**config.mk**
```make
export PLATFORM = sky130hd
export DESIGN_NAME = rtc_prescaler
export DESIGN_NICKNAME = d
export VERILOG_FILES = /design/src/rtl/rtc_pre_pkg.sv /design/src/rtl/rtc_pre_osc.sv /design/src/rtl/rtc_pre_div.sv /design/src/rtl/rtc_pre_update.sv /design/src/rtl/rtc_pre_tap.sv /design/src/rtl/rtc_prescaler.sv
export SDC_FILE = /design/constraint.sdc
export NUM_CORES = 1
export LEC_CHECK = 0
export BUFFER_PORTS_ARGS = -buffer_cell sky130_fd_sc_hd__clkbuf_2
export CORE_ASPECT_RATIO = 0.9
export CORE_MARGIN = 2
export CORE_UTILIZATION = 30
export CTS_CLUSTER_SIZE = 24
export DETAILED_ROUTE_END_ITERATION = 8
export PLACE_DENSITY = 0.57
export SETUP_SLACK_MARGIN = 0.1
export SYNTH_ARGS = -nofsm -noshare
export SYNTH_HDL_FRONTEND = slang
export SYNTH_SLANG_ARGS = --single-unit
```
**constraint.sdc**
```tcl
create_clock -name clk -period 4.03 [get_ports clk]
set_input_delay 0.806 -clock clk [delete_from_list [all_inputs] [get_ports clk]]
set_output_delay 0.806 -clock clk [all_outputs]
set_load 0.02 [all_outputs]
```
**src/rtl/rtc_pre_pkg.sv**
```systemverilog
package rtc_pre_pkg;

    localparam int unsigned SEL_W  = 4;
    localparam int unsigned MODE_W = 2;

    // Divider bit driven by a tap-select code (0 means no tap).
    function automatic int unsigned tap_bit(input logic [SEL_W-1:0] code);
        int unsigned b;
        case (code)
            4'd0:    b = 0;
            4'd1:    b = 6;
            4'd2:    b = 7;
            default: b = 32'(code) - 32'd2;
        endcase
        return b;
    endfunction

    typedef struct packed {
        logic phase;
    } osc_st_t;

    typedef struct packed {
        logic upd;
        logic soon;
    } upd_st_t;

    typedef struct packed {
        logic tick;
    } tap_st_t;

endpackage

```
**src/rtl/rtc_pre_osc.sv**
```systemverilog
module rtc_pre_osc
    import rtc_pre_pkg::*;
(
    input  logic              clk,
    input  logic              rst_n,
    input  logic              osc_edge_i,
    input  logic [MODE_W-1:0] chain_mode_i,
    output logic              phase_o,
    output logic              run_o,
    output logic              adv_o
);

    osc_st_t st_d, st_q;
    logic    osc_on;

    always_comb begin
        osc_on = chain_mode_i[0];
        run_o  = (chain_mode_i == 2'b01);
        st_d   = st_q;
        if (!osc_on) begin
            st_d.phase = 1'b0;
        end else if (osc_edge_i) begin
            st_d.phase = ~st_q.phase;
        end
        // one divider count per full oscillator period
        adv_o = run_o && osc_edge_i && !st_q.phase;
    end

    always_ff @(posedge clk or negedge rst_n) begin
        if (!rst_n) st_q <= '0;
        else        st_q <= st_d;
    end

    assign phase_o = st_q.phase;

endmodule

```
**src/rtl/rtc_pre_div.sv**
```systemverilog
module rtc_pre_div #(
    parameter int unsigned STAGES = 15
) (
    input  logic              clk,
    input  logic              rst_n,
    input  logic              run_i,
    input  logic              adv_i,
    output logic [STAGES-1:0] cnt_o,
    output logic [STAGES-1:0] cnt_nx_o
);

    logic [STAGES-1:0] cnt_d, cnt_q;

    always_comb begin
        cnt_d = cnt_q;
        if (!run_i) begin
            cnt_d = '0;
        end else if (adv_i) begin
            cnt_d = cnt_q + STAGES'(1);
        end
    end

    always_ff @(posedge clk or negedge rst_n) begin
        if (!rst_n) cnt_q <= '0;
        else        cnt_q <= cnt_d;
    end

    assign cnt_o    = cnt_q;
    assign cnt_nx_o = cnt_d;

endmodule

```
**src/rtl/rtc_pre_update.sv**
```systemverilog
module rtc_pre_update
    import rtc_pre_pkg::*;
#(
    parameter int unsigned STAGES   = 15,
    parameter int unsigned UIP_LEAD = 8
) (
    input  logic              clk,
    input  logic              rst_n,
    input  logic              run_i,
    input  logic              adv_i,
    input  logic              freeze_i,
    input  logic [STAGES-1:0] cnt_nx_i,
    output logic              upd_o,
    output logic              soon_o
);

    localparam logic [STAGES-1:0] UPD_AT  = STAGES'(1) << (STAGES - 1);
    localparam logic [STAGES-1:0] SOON_AT = UPD_AT - STAGES'(UIP_LEAD);

    upd_st_t st_d, st_q;
    logic    hit_upd, hit_soon;

    always_comb begin
        hit_upd  = run_i && adv_i && (cnt_nx_i == UPD_AT) && !freeze_i;
        hit_soon = run_i && adv_i && (cnt_nx_i == SOON_AT);
        st_d     = st_q;
        st_d.upd = hit_upd;
        if (!run_i || freeze_i || hit_upd) begin
            st_d.soon = 1'b0;
        end else if (hit_soon) begin
            st_d.soon = 1'b1;
        end
    end

    always_ff @(posedge clk or negedge rst_n) begin
        if (!rst_n) st_q <= '0;
        else        st_q <= st_d;
    end

    assign upd_o  = st_q.upd;
    assign soon_o = st_q.soon;

endmodule

```
**src/rtl/rtc_pre_tap.sv**
```systemverilog
module rtc_pre_tap
    import rtc_pre_pkg::*;
#(
    parameter int unsigned STAGES = 15
) (
    input  logic              clk,
    input  logic              rst_n,
    input  logic [STAGES-1:0] cnt_i,
    input  logic [STAGES-1:0] cnt_nx_i,
    input  logic [SEL_W-1:0]  tap_sel_i,
    input  logic              sq_en_i,
    input  logic              raw32k_en_i,
    input  logic              phase_i,
    output logic              sq_wave_o,
    output logic              tick_o
);

    localparam int IDX_W = $clog2(STAGES);

    tap_st_t          st_d, st_q;
    logic [IDX_W-1:0] idx;
    logic             active, tap_now, tap_nx;

    always_comb begin
        idx     = IDX_W'(tap_bit(tap_sel_i));
        active  = (tap_sel_i != '0);
        tap_now = cnt_i[idx];
        tap_nx  = cnt_nx_i[idx];
        st_d      = st_q;
        st_d.tick = active && !tap_now && tap_nx;
        if (raw32k_en_i) begin
            sq_wave_o = phase_i;
        end else begin
            sq_wave_o = sq_en_i && active && tap_now;
        end
    end

    always_ff @(posedge clk or negedge rst_n) begin
        if (!rst_n) st_q <= '0;
        else        st_q <= st_d;
    end

    assign tick_o = st_q.tick;

endmodule

```
**src/rtl/rtc_prescaler.sv**
```systemverilog
module rtc_prescaler
    import rtc_pre_pkg::*;
#(
    parameter int unsigned STAGES   = 15,
    parameter int unsigned UIP_LEAD = 8
) (
    input  logic              clk,
    input  logic              rst_n,
    input  logic              osc_edge_i,
    input  logic [MODE_W-1:0] chain_mode_i,
    input  logic [SEL_W-1:0]  tap_sel_i,
    input  logic              sq_en_i,
    input  logic              raw32k_en_i,
    input  logic              freeze_i,
    output logic              sq_wave_o,
    output logic              rate_tick_o,
    output logic              upd_strobe_o,
    output logic              upd_soon_o
);

    logic              phase, run, adv;
    logic [STAGES-1:0] cnt, cnt_nx;

    rtc_pre_osc i_osc (
        .clk          (clk),
        .rst_n        (rst_n),
        .osc_edge_i   (osc_edge_i),
        .chain_mode_i (chain_mode_i),
        .phase_o      (phase),
        .run_o        (run),
        .adv_o        (adv)
    );

    rtc_pre_div #(.STAGES(STAGES)) i_div (
        .clk      (clk),
        .rst_n    (rst_n),
        .run_i    (run),
        .adv_i    (adv),
        .cnt_o    (cnt),
        .cnt_nx_o (cnt_nx)
    );

    rtc_pre_update #(.STAGES(STAGES), .UIP_LEAD(UIP_LEAD)) i_upd (
        .clk      (clk),
        .rst_n    (rst_n),
        .run_i    (run),
        .adv_i    (adv),
        .freeze_i (freeze_i),
        .cnt_nx_i (cnt_nx),
        .upd_o    (upd_strobe_o),
        .soon_o   (upd_soon_o)
    );

    rtc_pre_tap #(.STAGES(STAGES)) i_tap (
        .clk         (clk),
        .rst_n       (rst_n),
        .cnt_i       (cnt),
        .cnt_nx_i    (cnt_nx),
        .tap_sel_i   (tap_sel_i),
        .sq_en_i     (sq_en_i),
        .raw32k_en_i (raw32k_en_i),
        .phase_i     (phase),
        .sq_wave_o   (sq_wave_o),
        .tick_o      (rate_tick_o)
    );

endmodule

```
==> summary.md, run 1 <==
| Metric | Value |
|---|---|
| Finish-stage setup viols | `0` |
| # IOs | `16` |
| Antenna Nets Post-Route | `0` |
| Critical Path, Cell by Cell | `clkbuf_2, clkinv_1, ha_2, nor2_1, a21oi_1, o32ai_1, o21a_1, o32ai_1, a22o_1, clkbuf_2` |
| Worst vdd ir | `approximately 0.12 mV` |
| Congestion Overflow GR | `0` |
| Final Hold Viols | `0` |
| Post-route setup TNS | `0 ns` |
| Post-Route WL | `4.97 mm` |
| Post-DR vias/cell | `between 5 and 6` |
| Via Count | `about 1600` |
| Sinks on Clock Net | `19` |
| Clk pwr share | `0.318` |
| Worst rel slew slack | `0.426` |
| Non-Filler Instances | `between 200 and 300` |
| CP Launch Type | `input pin` |
| Int Pwr | `between 0.2 and 0.3 mW` |
| Slowest stage delay, CP | `0.51 ns` |
| Power Density | `about 230 nW/um^2` |
| Synthesized area | `about 1700 um^2` |
| EDFF count, synth | `0` |
| Tcrit/Tclk final | `0.906` |
| Max FO, Critical Path | `17` |
| # port buffers | `15` |
| Worst Reg-to-Reg Cells | `8` |
| Die H | `roughly 76 um` |
| Vias in the first global route | `between 1500 and 2000` |
| Max Cap Viol | `0` |
| Fin area | `1900 um^2` |
| Worst setup path category | `input pin to primary output` |
| Final GP Congestion | `between 0.8 and 0.9` |
| Synth Flop Type | `dfrtp_1` |
| Sequential Power Share | `0.454` |
| Maximum clock frequency | `roughly 0.27 GHz` |
| Yosys Warn Count | `0` |
| Worst EP arrival | `2.85 ns` |
| TritonRoute pass-1 iters | `4` |
| Initial core utilization | `0.309` |
| Placed Cells | `~290` |
| H-Tree Depth | `1` |
| Horiz. Die Dim | `between 80 and 90 um` |
| Status | `finished clean` |
| LEAKAGE | `0.777 nW` |
| Gr usage total | `0.161` |
| Core box area | `5630 um^2` |
| Min Hold Slack | `just over 0.5 ns` |
| Slew Limit Fails | `0` |
| Post-DP HPWL | `roughly 3.7 mm` |
| Largest net degree at the start of global routing | `20` |
| Syn_nets | `around 230` |
| Slew @ Worst Pin | `0.861 ns` |
| Final antenna diode count | `0` |
| Critical path endpoint category | `primary output` |
| Multi-input gate area | `1150 um^2` |
| Fin nets | `235` |
| FILL cells | `608` |
| Root Buffer | `clkbuf_8` |
| Buf+Inv Stages, Crit Path | `3` |
| Area growth syn-to-layout | `9.14%` |
| P_sw | `between 0.1 and 0.15 mW` |
| CTS tree | `built` |
| Placed inst area | `approximately 1800 um^2` |
| Ratio of cells with drive above 1 in the final layout | `0.173` |
| Avg WL per Cell | `roughly 17 um` |
| Yosys reg bits | `19` |
| Reg area | `475 um^2` |
| Utilization of the core after routing | `0.337` |
| Logic pwr share | `0.228` |
| Cell Rows | `26` |
| Min Tclk post-route | `about 3.7 ns` |
| Total stage count of the critical path | `10` |
| Initial antenna violation count | `0` |
| Iter 0 DRT Violations | `~180` |
| Mapped Cells | `roughly 210` |
| Async S/R FF share, synth | `1.00` |
| Total CTS buffers | `3` |
| HP Class | `input pin to asynchronous set/reset pin` |
| Die area | `approximately 6400 um^2` |
| Req. time, crit path | `~3.2 ns` |
| Max Clock Skew | `between 0.004 and 0.005 ns` |
| Clock latency on the worst-skew pair | `approximately 0.26 ns` |
| Clock Path Buffers | `2` |
| RSZ-0062 raised after global routing | `false` |
| Crit path max-delay family | `compound AO/OA/AOI/OAI gates` |
| Clk slew on worst S/H paths | `roughly 0.08 ns` |
| First-pass GRT wire length | `~8.4 mm` |
| Seq/Total Area, Yosys | `0.274` |
| Post-synthesis cell type count | `65` |
| Hold_buf cts | `0` |
| Mean Syn Cell Area | `approximately 8 um^2` |
| Net Sw Frac | `0.308` |
| Post-route DRC | `0` |
| Slowest stage cell on the critical path | `ha_2` |
==> cells in the final DEF, fill, tap and decap left out, types with 3 or more instances in the layout <==
master,instances
a31oi_1,4
xor2_1,3
xnor2_1,5
nand2b_1,5
clkbuf_2,15
or3_1,6
nand3_1,5
nor3_1,6
nor4_1,7
nand4_1,3
a21oi_1,11
mux2i_1,3
nor2_1,20
o21ai_0,12
o32ai_1,3
inv_1,9
clkbuf_8,3
a211oi_1,4
nand2_1,18
nor2b_1,3
buf_4,3
dfrtp_1,19
==> sequential cells by signal, summed over array words and instances (netlist names) <==
name	cells
i_div.cnt_o	15
i_osc.phase_o	1
i_tap.tick_o	1
i_upd.soon_o	1
i_upd.upd_o	1
==> cells in the mapped netlist, types with 3 or more instances <==
library cell   n  area share
nor2_1        20       0.043
inv_1          9       0.019
a211oi_1       4       0.017
a31oi_1        4       0.014
nor4_1         7       0.025
nand3_1        5       0.014
xnor2_1        5       0.025
dfrtp_1       19        0.27
nand2b_1       5       0.018
o21ai_0       12       0.035
o32ai_1        3       0.015
a21oi_1       11       0.032
or3_1          6       0.022
nor2b_1        3       0.011
xor2_1         3       0.015
nand2_1       18       0.039
mux2i_1        3       0.017
buf_2          6       0.017
clkbuf_1       6       0.013
nand4_1        3       0.011
nor3_1         6       0.017
==> worst register-to-register path, stage by stage, from the launching register on <==
cell      delay, ns
dfrtp_1        0.49
ha_1           0.31
nand4b_4       0.22
nor4_1         0.28
xnor2_1        0.23
nor2_1         0.11
or4b_4         0.59
nor4_4         0.25
nor4_2         0.08
==> power groups by stage <==
| stage | registers, mW | logic, mW | clock network, mW |
|---|---|---|---|
| 6_report | 0.197 | 0.0989 | 0.138 |
| 2_1_floorplan | 0.201 | 0.0654 | 0 |
| 4_1_cts | 0.197 | 0.0971 | 0.146 |
| 5_1_grt | 0.197 | 0.110 | 0.151 |
| 3_5_place_dp | 0.200 | 0.0968 | 0 |
| 3_3_place_gp | 0.200 | 0.0978 | 0 |
==> through the flow <==
step	power [mW]	worst slack, ns
3_3_place_gp	0.298	0.360
4_1_cts	0.439	0.301
2_1_floorplan	0.267	0.292
3_5_place_dp	0.297	0.321
5_1_grt	0.458	0.223
6_report	0.433	0.377
==> logic make-up after synthesis <==
logic type / synth area share
muxes: 0.0238
adders and majority gates: 0.0144
and+or+nand+nor: 0.356
AOI/OAI and AO/OA: 0.225
buffers and inverters: 0.0662
xor gates and xnor gates: 0.0403
DFF: 0.274
==> repair_timing <==
| action | CTS | global route |
|---|---|---|
| endpoints found under the setup margin | 0 | 1 |
| buffers inserted | 0 | 0 |
| gates resized for setup | 0 | 1 |
==> routing by layer <==
metal | up-vias | track usage | part of all wire
li1 | 814 | - | -
met2 | 40 | 0.248 | 0.45
met4 | 0 | 0.0258 | 0.0028
met5 | - | 0 | 0
met3 | 2 | 0.0282 | 0.038
met1 | 790 | 0.237 | 0.51
==> final cells by class <==
cell class	count	area share
Inverter	10	0.0198
Clock buffer	3	0.0218
Timing Repair Buffer	18	0.0515
Tap cell	70	0.0462
Clock inverter	1	0.00396
Sequential cell	19	0.251
Multi-Input combinational cell	169	0.606
==> worst paths after layout <==
check	from	to	slack (ns)
max	tap_sel_i[1]	sq_wave_o	0.38
max in group asynchronous	rst_n	i_div.cnt_o[13]	3.16
min	rst_n	i_tap.tick_o	0.51
min in group clk	i_upd.soon_o	i_upd.soon_o	0.62
min reg2reg	i_upd.soon_o	i_upd.soon_o	0.62
max reg2reg	i_div.cnt_o[0]	i_upd.soon_o	1.33
Note: power is estimated with default switching activity, not from simulation.
==> run 2: changes to the inputs <==
--- a/config.mk
+++ b/config.mk
@@ -12,7 +12,7 @@
 export CTS_CLUSTER_SIZE = 24
 export DETAILED_ROUTE_END_ITERATION = 8
 export PLACE_DENSITY = 0.57
-export SETUP_SLACK_MARGIN = 0.1
+export SETUP_SLACK_MARGIN = 0.5
 export SYNTH_ARGS = -nofsm -noshare
 export SYNTH_HDL_FRONTEND = slang
 export SYNTH_SLANG_ARGS = --single-unit
==> summary.md, run 2 (synthesis results as in run 1) <==
| Metric | Value |
|---|---|
| Final GP Congestion | `0.999 (+12%)` |
| Horiz. Die Dim | `84.2 um (unchanged)` |
| Max reg flops | `15 (unchanged)` |
| Total CTS buffers | `3 (unchanged)` |
| Most frequent cells in the layout | `nor2_1, dfrtp_1, nand2_1` |
| Ratio of cells with drive above 1 in the final layout | `0.192 (+0.0191)` |
| Buf+Inv Stages, Crit Path | `2 (-1)` |
| Critical path endpoint category | `primary output` |
| HP Class | `input pin to asynchronous set/reset pin` |
| Slew Limit Fails | `0 (unchanged)` |
| Sinks on Clock Net | `19 (unchanged)` |
| Worst EP arrival | `2.64 ns (-0.21 ns)` |
| Max FO, Critical Path | `14 (-3)` |
| Slowest stage cell on the critical path | `or2_2` |
| Die H | `76.2 um (unchanged)` |
| Hold_buf cts | `0 (unchanged)` |
| Tcrit/Tclk final | `0.854 (-0.0525)` |
| FILL cells | `617 (+1.5%)` |
| Post-route setup TNS | `0 ns (unchanged)` |
| Cell Rows | `26 (unchanged)` |
| Placed Cells | `285 (-0.35%)` |
| Antenna Nets Post-Route | `0 (unchanged)` |
| Largest net degree at the start of global routing | `21 (+5.0%)` |
| Post-route DRC | `0 (unchanged)` |
| Power Density | `228 nW/um^2 (-0.12%)` |
| Fin nets | `234 (-0.43%)` |
| Clk slew on worst S/H paths | `0.08 ns (about the same)` |
| Final Hold Viols | `0 (unchanged)` |
| Core box area | `5630 um^2 (unchanged)` |
| Worst vdd ir | `0.155 mV (+30%)` |
| CTS tree | `built` |
| Crit path max-delay family | `simple AND/OR/NAND/NOR gates` |
| Post-DP HPWL | `3.71 mm (about the same)` |
| Pre-CTS setup slack | `0.453 ns (+0.132 ns)` |
| H-Tree Depth | `1 (unchanged)` |
| Finish-stage setup viols | `0 (unchanged)` |
| CP Launch Type | `input pin` |
| Final antenna diode count | `0 (unchanged)` |
| Max Cap Viol | `0 (unchanged)` |
| Root Buffer | `clkbuf_8` |
| Maximum clock frequency | `0.291 GHz (+6.1%)` |
| Utilization of the core after routing | `0.341 (+0.00445)` |
| Req. time, crit path | `3.22 ns (about the same)` |
| Worst setup path category | `input pin to primary output` |
| Area growth syn-to-layout | `10.6%` |
| Post-Route WL | `5.03 mm (+1.2%)` |
| Via Count | `1687 (+2.5%)` |
| # IOs | `16 (unchanged)` |
| Vias in the first global route | `1617 (+0.68%)` |
| LEAKAGE | `0.779 nW (+0.25%)` |
| Min Tclk post-route | `3.44 ns (-0.211 ns)` |
| Status | `finished clean` |
| Avg WL per Cell | `17.4 um (+1.6%)` |
| Clock latency on the worst-skew pair | `0.26 ns (about the same)` |
| Clock Path Buffers | `2 (unchanged)` |
| Worst rel slew slack | `0.435 (+0.00934)` |
| TritonRoute pass-1 iters | `4 (unchanged)` |
| Post-DR vias/cell | `5.84 (+2.8%)` |
| Non-Filler Instances | `289 (-0.34%)` |
| Multi-input gate area | `1180 um^2 (+2.7%)` |
| Slowest stage delay, CP | `0.45 ns (-0.06 ns)` |
| Congestion Overflow GR | `0 (unchanged)` |
| Reg area | `475 um^2 (unchanged)` |
| # port buffers | `15 (unchanged)` |
| Gr usage total | `0.161 (+0.000906)` |
| Max Clock Skew | `0.00221 ns (-0.00273 ns)` |
| Initial antenna violation count | `0 (unchanged)` |
| RSZ-0062 raised after global routing | `false` |
| Slew @ Worst Pin | `0.847 ns (-0.0140 ns)` |
| Initial core utilization | `0.309 (unchanged)` |
| Setup ws final | `0.589 ns (+0.211 ns)` |
| First-pass GRT wire length | `8.53 mm (+1.2%)` |
| Die area | `6420 um^2 (unchanged)` |
| Critical Path, Cell by Cell | `clkbuf_2, or2_2, nand2_2, a21oi_2, a32o_1, nor3_1, o32ai_2, a22o_1, clkbuf_2` |
| Iter 0 DRT Violations | `208 (+18%)` |
| Crit-path most repeated cell | `clkbuf_2` |
[run 2: changes by cell type in the layout (fill, tap and decap cells not counted), sizes merged]
cell / previous run / this run
buf: 3 / 2
[run 2: repair_timing]
item	4_1_cts	5_1_grt
endpoints found under the setup margin	1	1
buffers inserted	0	0
gates resized for setup	2	5
pin swaps	0	1
[run 2: area by class of cell]
| cell class | instances | share of cell area |
|---|---|---|
| Clock buffer | 3 | 0.0215 |
| Clock inverter | 1 | 0.00391 |
| Inverter | 10 | 0.0202 |
| Multi-Input combinational cell | 169 | 0.615 |
| Sequential cell | 19 | 0.247 |
| Tap cell | 70 | 0.0456 |
| Timing Repair Buffer | 17 | 0.0469 |
[run 2: metal layers]
| metal | routed length [um] | up-vias | GRT usage |
|---|---|---|---|
| met5 | 0 | - | 0 |
| met4 | 0 | 0 | 0.0129 |
| met3 | 327 | 0 | 0.0238 |
| met2 | 2320 | 58 | 0.252 |
| met1 | 2390 | 810 | 0.245 |
| li1 | - | 819 | - |
[run 2: power by group]
part	internal (mW)	leakage (nW)	switching, mW	total, mW
logic	0.0393	0.494	0.0649	0.104
clock network	0.0697	0.0217	0.0681	0.138
registers	0.193	0.263	0.00316	0.197
total	0.302	0.779	0.136	0.439
[run 2: path summary, 6_finish.rpt]
check                                    start              end  slack, ns  cells after the start
worst min-delay path                     rst_n     i_tap.tick_o       0.50                      1
worst max register to register  i_div.cnt_o[0]     i_upd.soon_o       1.29                      7
max in group asynchronous                rst_n  i_div.cnt_o[14]       3.19                      1
min in group clk                  i_upd.soon_o     i_upd.soon_o       0.61                      2
worst max-delay path              tap_sel_i[2]        sq_wave_o       0.59                      9
worst min register to register    i_upd.soon_o     i_upd.soon_o       0.61                      2
[run 2: through the flow]
stage / area (um^2) / total power, mW / hold slack (ns)
2_1_floorplan: 1740 / 0.267 / 0.510
3_3_place_gp: 1840 / 0.298 / 0.582
3_5_place_dp: 1840 / 0.297 / 0.593
4_1_cts: 1900 / 0.440 / 0.508
5_1_grt: 1920 / 0.466 / 0.532
6_report: 1920 / 0.439 / 0.499
[run 2: worst reg2reg max path: cells and delay by family (launching register included)]
family                     cells  cell delay (ns)
AOI/OAI and AO/OA              2             0.87
DFF                            1             0.51
and+or+nand+nor                4             0.91
adders and majority gates      1             0.31
==> run 3: changes to the inputs <==
--- a/config.mk
+++ b/config.mk
@@ -8,10 +8,10 @@
 export BUFFER_PORTS_ARGS = -buffer_cell sky130_fd_sc_hd__clkbuf_2
 export CORE_ASPECT_RATIO = 0.9
 export CORE_MARGIN = 2
-export CORE_UTILIZATION = 30
+export CORE_UTILIZATION = 58
 export CTS_CLUSTER_SIZE = 24
 export DETAILED_ROUTE_END_ITERATION = 8
-export PLACE_DENSITY = 0.57
+export PLACE_DENSITY = 0.89
 export SETUP_SLACK_MARGIN = 0.5
 export SYNTH_ARGS = -nofsm -noshare
 export SYNTH_HDL_FRONTEND = slang
==> constraint.sdc (replaced) <==
create_clock -name clk -period 4.03 [get_ports clk]
set_input_delay 0.806 -clock clk [delete_from_list [all_inputs] [get_ports clk]]
set_output_delay 0.806 -clock clk [all_outputs]
set_load 0.1 [all_outputs]
==> summary.md, run 3 (synthesis results as in run 1) <==
| Metric | Value |
|---|---|
| H-Tree Depth | `1 (unchanged)` |
| Final antenna diode count | `0 (unchanged)` |
| Max Cap Viol | `0 (unchanged)` |
| Root Buffer | `clkbuf_4` |
| Reg area | `475 um^2 (unchanged)` |
| Placed inst area | `1830 um^2 (-0.34%)` |
| Maximum clock frequency | `0.290 GHz (-0.25%)` |
| Congestion Overflow GR | `0 (unchanged)` |
| Worst Reg-to-Reg Cells | `7 (unchanged)` |
| Slew Limit Fails | `0 (unchanged)` |
| Hold_buf cts | `0 (unchanged)` |
| Worst rel slew slack | `0.473 (+0.0374)` |
| Most frequent cells in the layout | `dfrtp_1, nor2_1, nand2_1` |
| FILL cells | `252 (-59%)` |
| Critical Path, Cell by Cell | `clkbuf_2, or2_2, nand2_2, a21oi_2, a32o_1, nor3_1, o32ai_2, a22o_4, buf_12` |
| Crit path max-delay family | `simple AND/OR/NAND/NOR gates` |
| Die area | `3450 um^2 (-46%)` |
| Power Density | `227 nW/um^2 (-0.55%)` |
| Met1 usage | `0.445 (+0.200)` |
| Die H | `55.9 um (-27%)` |
| Critical path endpoint category | `primary output` |
| HP Class | `input pin to asynchronous set/reset pin` |
| Multi-input gate area | `1180 um^2 (-0.11%)` |
| Clk slew on worst S/H paths | `0.13 ns (+0.05 ns)` |
| Via Count | `1755 (+4.0%)` |
| Ratio of cells with drive above 1 in the final layout | `0.200 (+0.00822)` |
| Avg WL per Cell | `18.3 um (+4.9%)` |
| Sequential Power Share | `0.459 (+0.011)` |
| Max reg flops | `15 (unchanged)` |
| Slowest stage delay, CP | `0.44 ns (about the same)` |
| CTS tree | `built` |
| Worst setup path category | `input pin to primary output` |
| Fin nets | `235 (+0.43%)` |
| Iter 0 DRT Violations | `166 (-20%)` |
| First-pass GRT wire length | `7.90 mm (-7.4%)` |
| Reg-to-reg setup timing slack | `1.35 ns (+0.06 ns)` |
| Min Tclk post-route | `3.45 ns (+0.00846 ns)` |
| Clock latency on the worst-skew pair | `0.31 ns (+0.05 ns)` |
| Sinks on Clock Net | `19 (unchanged)` |
| P_sw | `0.154 mW (+13%)` |
| Crit Reg-Reg Startpoint | `i_div.cnt_o[0]` |
| Post-route setup TNS | `0 ns (unchanged)` |
| Antenna Nets Post-Route | `0 (unchanged)` |
| Gr busiest metal | `met1` |
| Max FO, Critical Path | `14 (unchanged)` |
| Int Pwr | `0.276 mW (-8.8%)` |
| LEAKAGE | `0.787 nW (+1.1%)` |
| CP Launch Type | `input pin` |
| Slowest stage cell on the critical path | `or2_2` |
| RSZ-0062 raised after global routing | `false` |
| Buf+Inv Stages, Crit Path | `2 (unchanged)` |
| Post-DP HPWL | `3.46 mm (-6.7%)` |
| Initial core utilization | `0.622 (+0.314)` |
| Core box area | `2790 um^2 (-50%)` |
| Worst EP arrival | `2.64 ns (about the same)` |
| # IOs | `16 (unchanged)` |
| GR Layer Usage met2 | `0.438 (+0.186)` |
| Post-DR vias/cell | `6.75 (+16%)` |
| Post-route DRC | `0 (unchanged)` |
| Cell Rows | `18 (-31%)` |
| # port buffers | `15 (unchanged)` |
| Fin area | `1890 um^2 (-1.6%)` |
| Final GP Congestion | `1.09 (+8.9%)` |
| TritonRoute pass-1 iters | `5 (+1)` |
| Reg2Reg Capture Point | `i_upd.soon_o` |
| Post-Route WL | `4.75 mm (-5.7%)` |
| Total CTS buffers | `3 (unchanged)` |
| Area growth syn-to-layout | `8.86%` |
| Req. time, crit path | `3.22 ns (about the same)` |
| GRT met3 Usage | `0.0535 (+0.0297)` |
| Largest net degree at the start of global routing | `29 (+38%)` |
| Initial antenna violation count | `0 (unchanged)` |
| Net Sw Frac | `0.358 (+0.0472)` |
| Final Hold Viols | `0 (unchanged)` |
| Clk pwr share | `0.246 (-0.068)` |
| Horiz. Die Dim | `61.7 um (-27%)` |
| Status | `finished clean` |
| Vias in the first global route | `1606 (-0.68%)` |
| Slew @ Worst Pin | `0.791 ns (-0.0562 ns)` |
| Tcrit/Tclk final | `0.856 (+0.00210)` |
| Gr usage total | `0.300 (+0.138)` |
| Max Clock Skew | `0.0134 ns (+0.0112 ns)` |
| Finish-stage setup viols | `0 (unchanged)` |
| Worst vdd ir | `0.174 mV (+12%)` |
| Commonest non-fill, non-tap cell in the layout | `dfrtp_1` |
| Logic pwr share | `0.295 (+0.057)` |
| Clock Path Buffers | `2 (unchanged)` |
## run 3: cell count changes in the layout (fill, tap and decap cells not counted), sizes merged
cell | before | now
inv | 9 | 10
clkinv | 1 | 0
buf | 2 | 5
clkbuf | 18 | 16
## run 3: metrics by stage
stage	std cells	hold slack, ns	utilization	power (mW)	setup WS [ns]
after floorplan	214	0.510	-	0.287	0.581
after global placement	255	0.581	0.656	0.318	0.553
after detailed placement	255	0.609	0.656	0.319	0.540
after CTS	259	0.443	0.667	0.422	0.541
after global routing	260	0.450	0.677	0.453	0.483
final	260	0.426	0.677	0.429	0.580
## run 3: routing by layer
layer | up-vias | wire (um) | share of wire
met3 | 19 | 458 | 0.097
met2 | 113 | 2120 | 0.45
met5 | - | 0 | 0
met1 | 809 | 2020 | 0.42
li1 | 814 | - | -
met4 | 0 | 155 | 0.033
## run 3: power by group through the flow
| stage | Sequential (mW) | Clock, mW | Combinational (mW) |
|---|---|---|---|
| 6_report | 0.197 | 0.106 | 0.127 |
| 5_1_grt | 0.198 | 0.119 | 0.136 |
| 4_1_cts | 0.197 | 0.107 | 0.118 |
| 3_5_place_dp | 0.201 | 0 | 0.118 |
| 3_3_place_gp | 0.200 | 0 | 0.117 |
| 2_1_floorplan | 0.211 | 0 | 0.0754 |
## run 3: timing repair
item	4_1_cts	5_1_grt
setup endpoints to repair	0	1
setup buffers	0	1
resized for setup	0	8
## run 3: worst max path at each step
stage            startpoint   endpoint  slack (ns)  cells past startpoint
2_1_floorplan  tap_sel_i[1]  sq_wave_o        0.58                     10
3_3_place_gp   tap_sel_i[2]  sq_wave_o        0.55                      9
3_5_place_dp   tap_sel_i[1]  sq_wave_o        0.54                      9
4_1_cts        tap_sel_i[1]  sq_wave_o        0.54                      9
5_1_grt        tap_sel_i[1]  sq_wave_o        0.48                      9
6_report       tap_sel_i[2]  sq_wave_o        0.58                      9
## run 3: area by class of cell
cell class              instances  area share
clock buffers                   3      0.0119
clock inverters                 1     0.00397
inverters                      10      0.0212
multi-input cells             169       0.624
flip-flops and latches         19       0.251
well taps                      40      0.0265
repair buffers                 18      0.0615
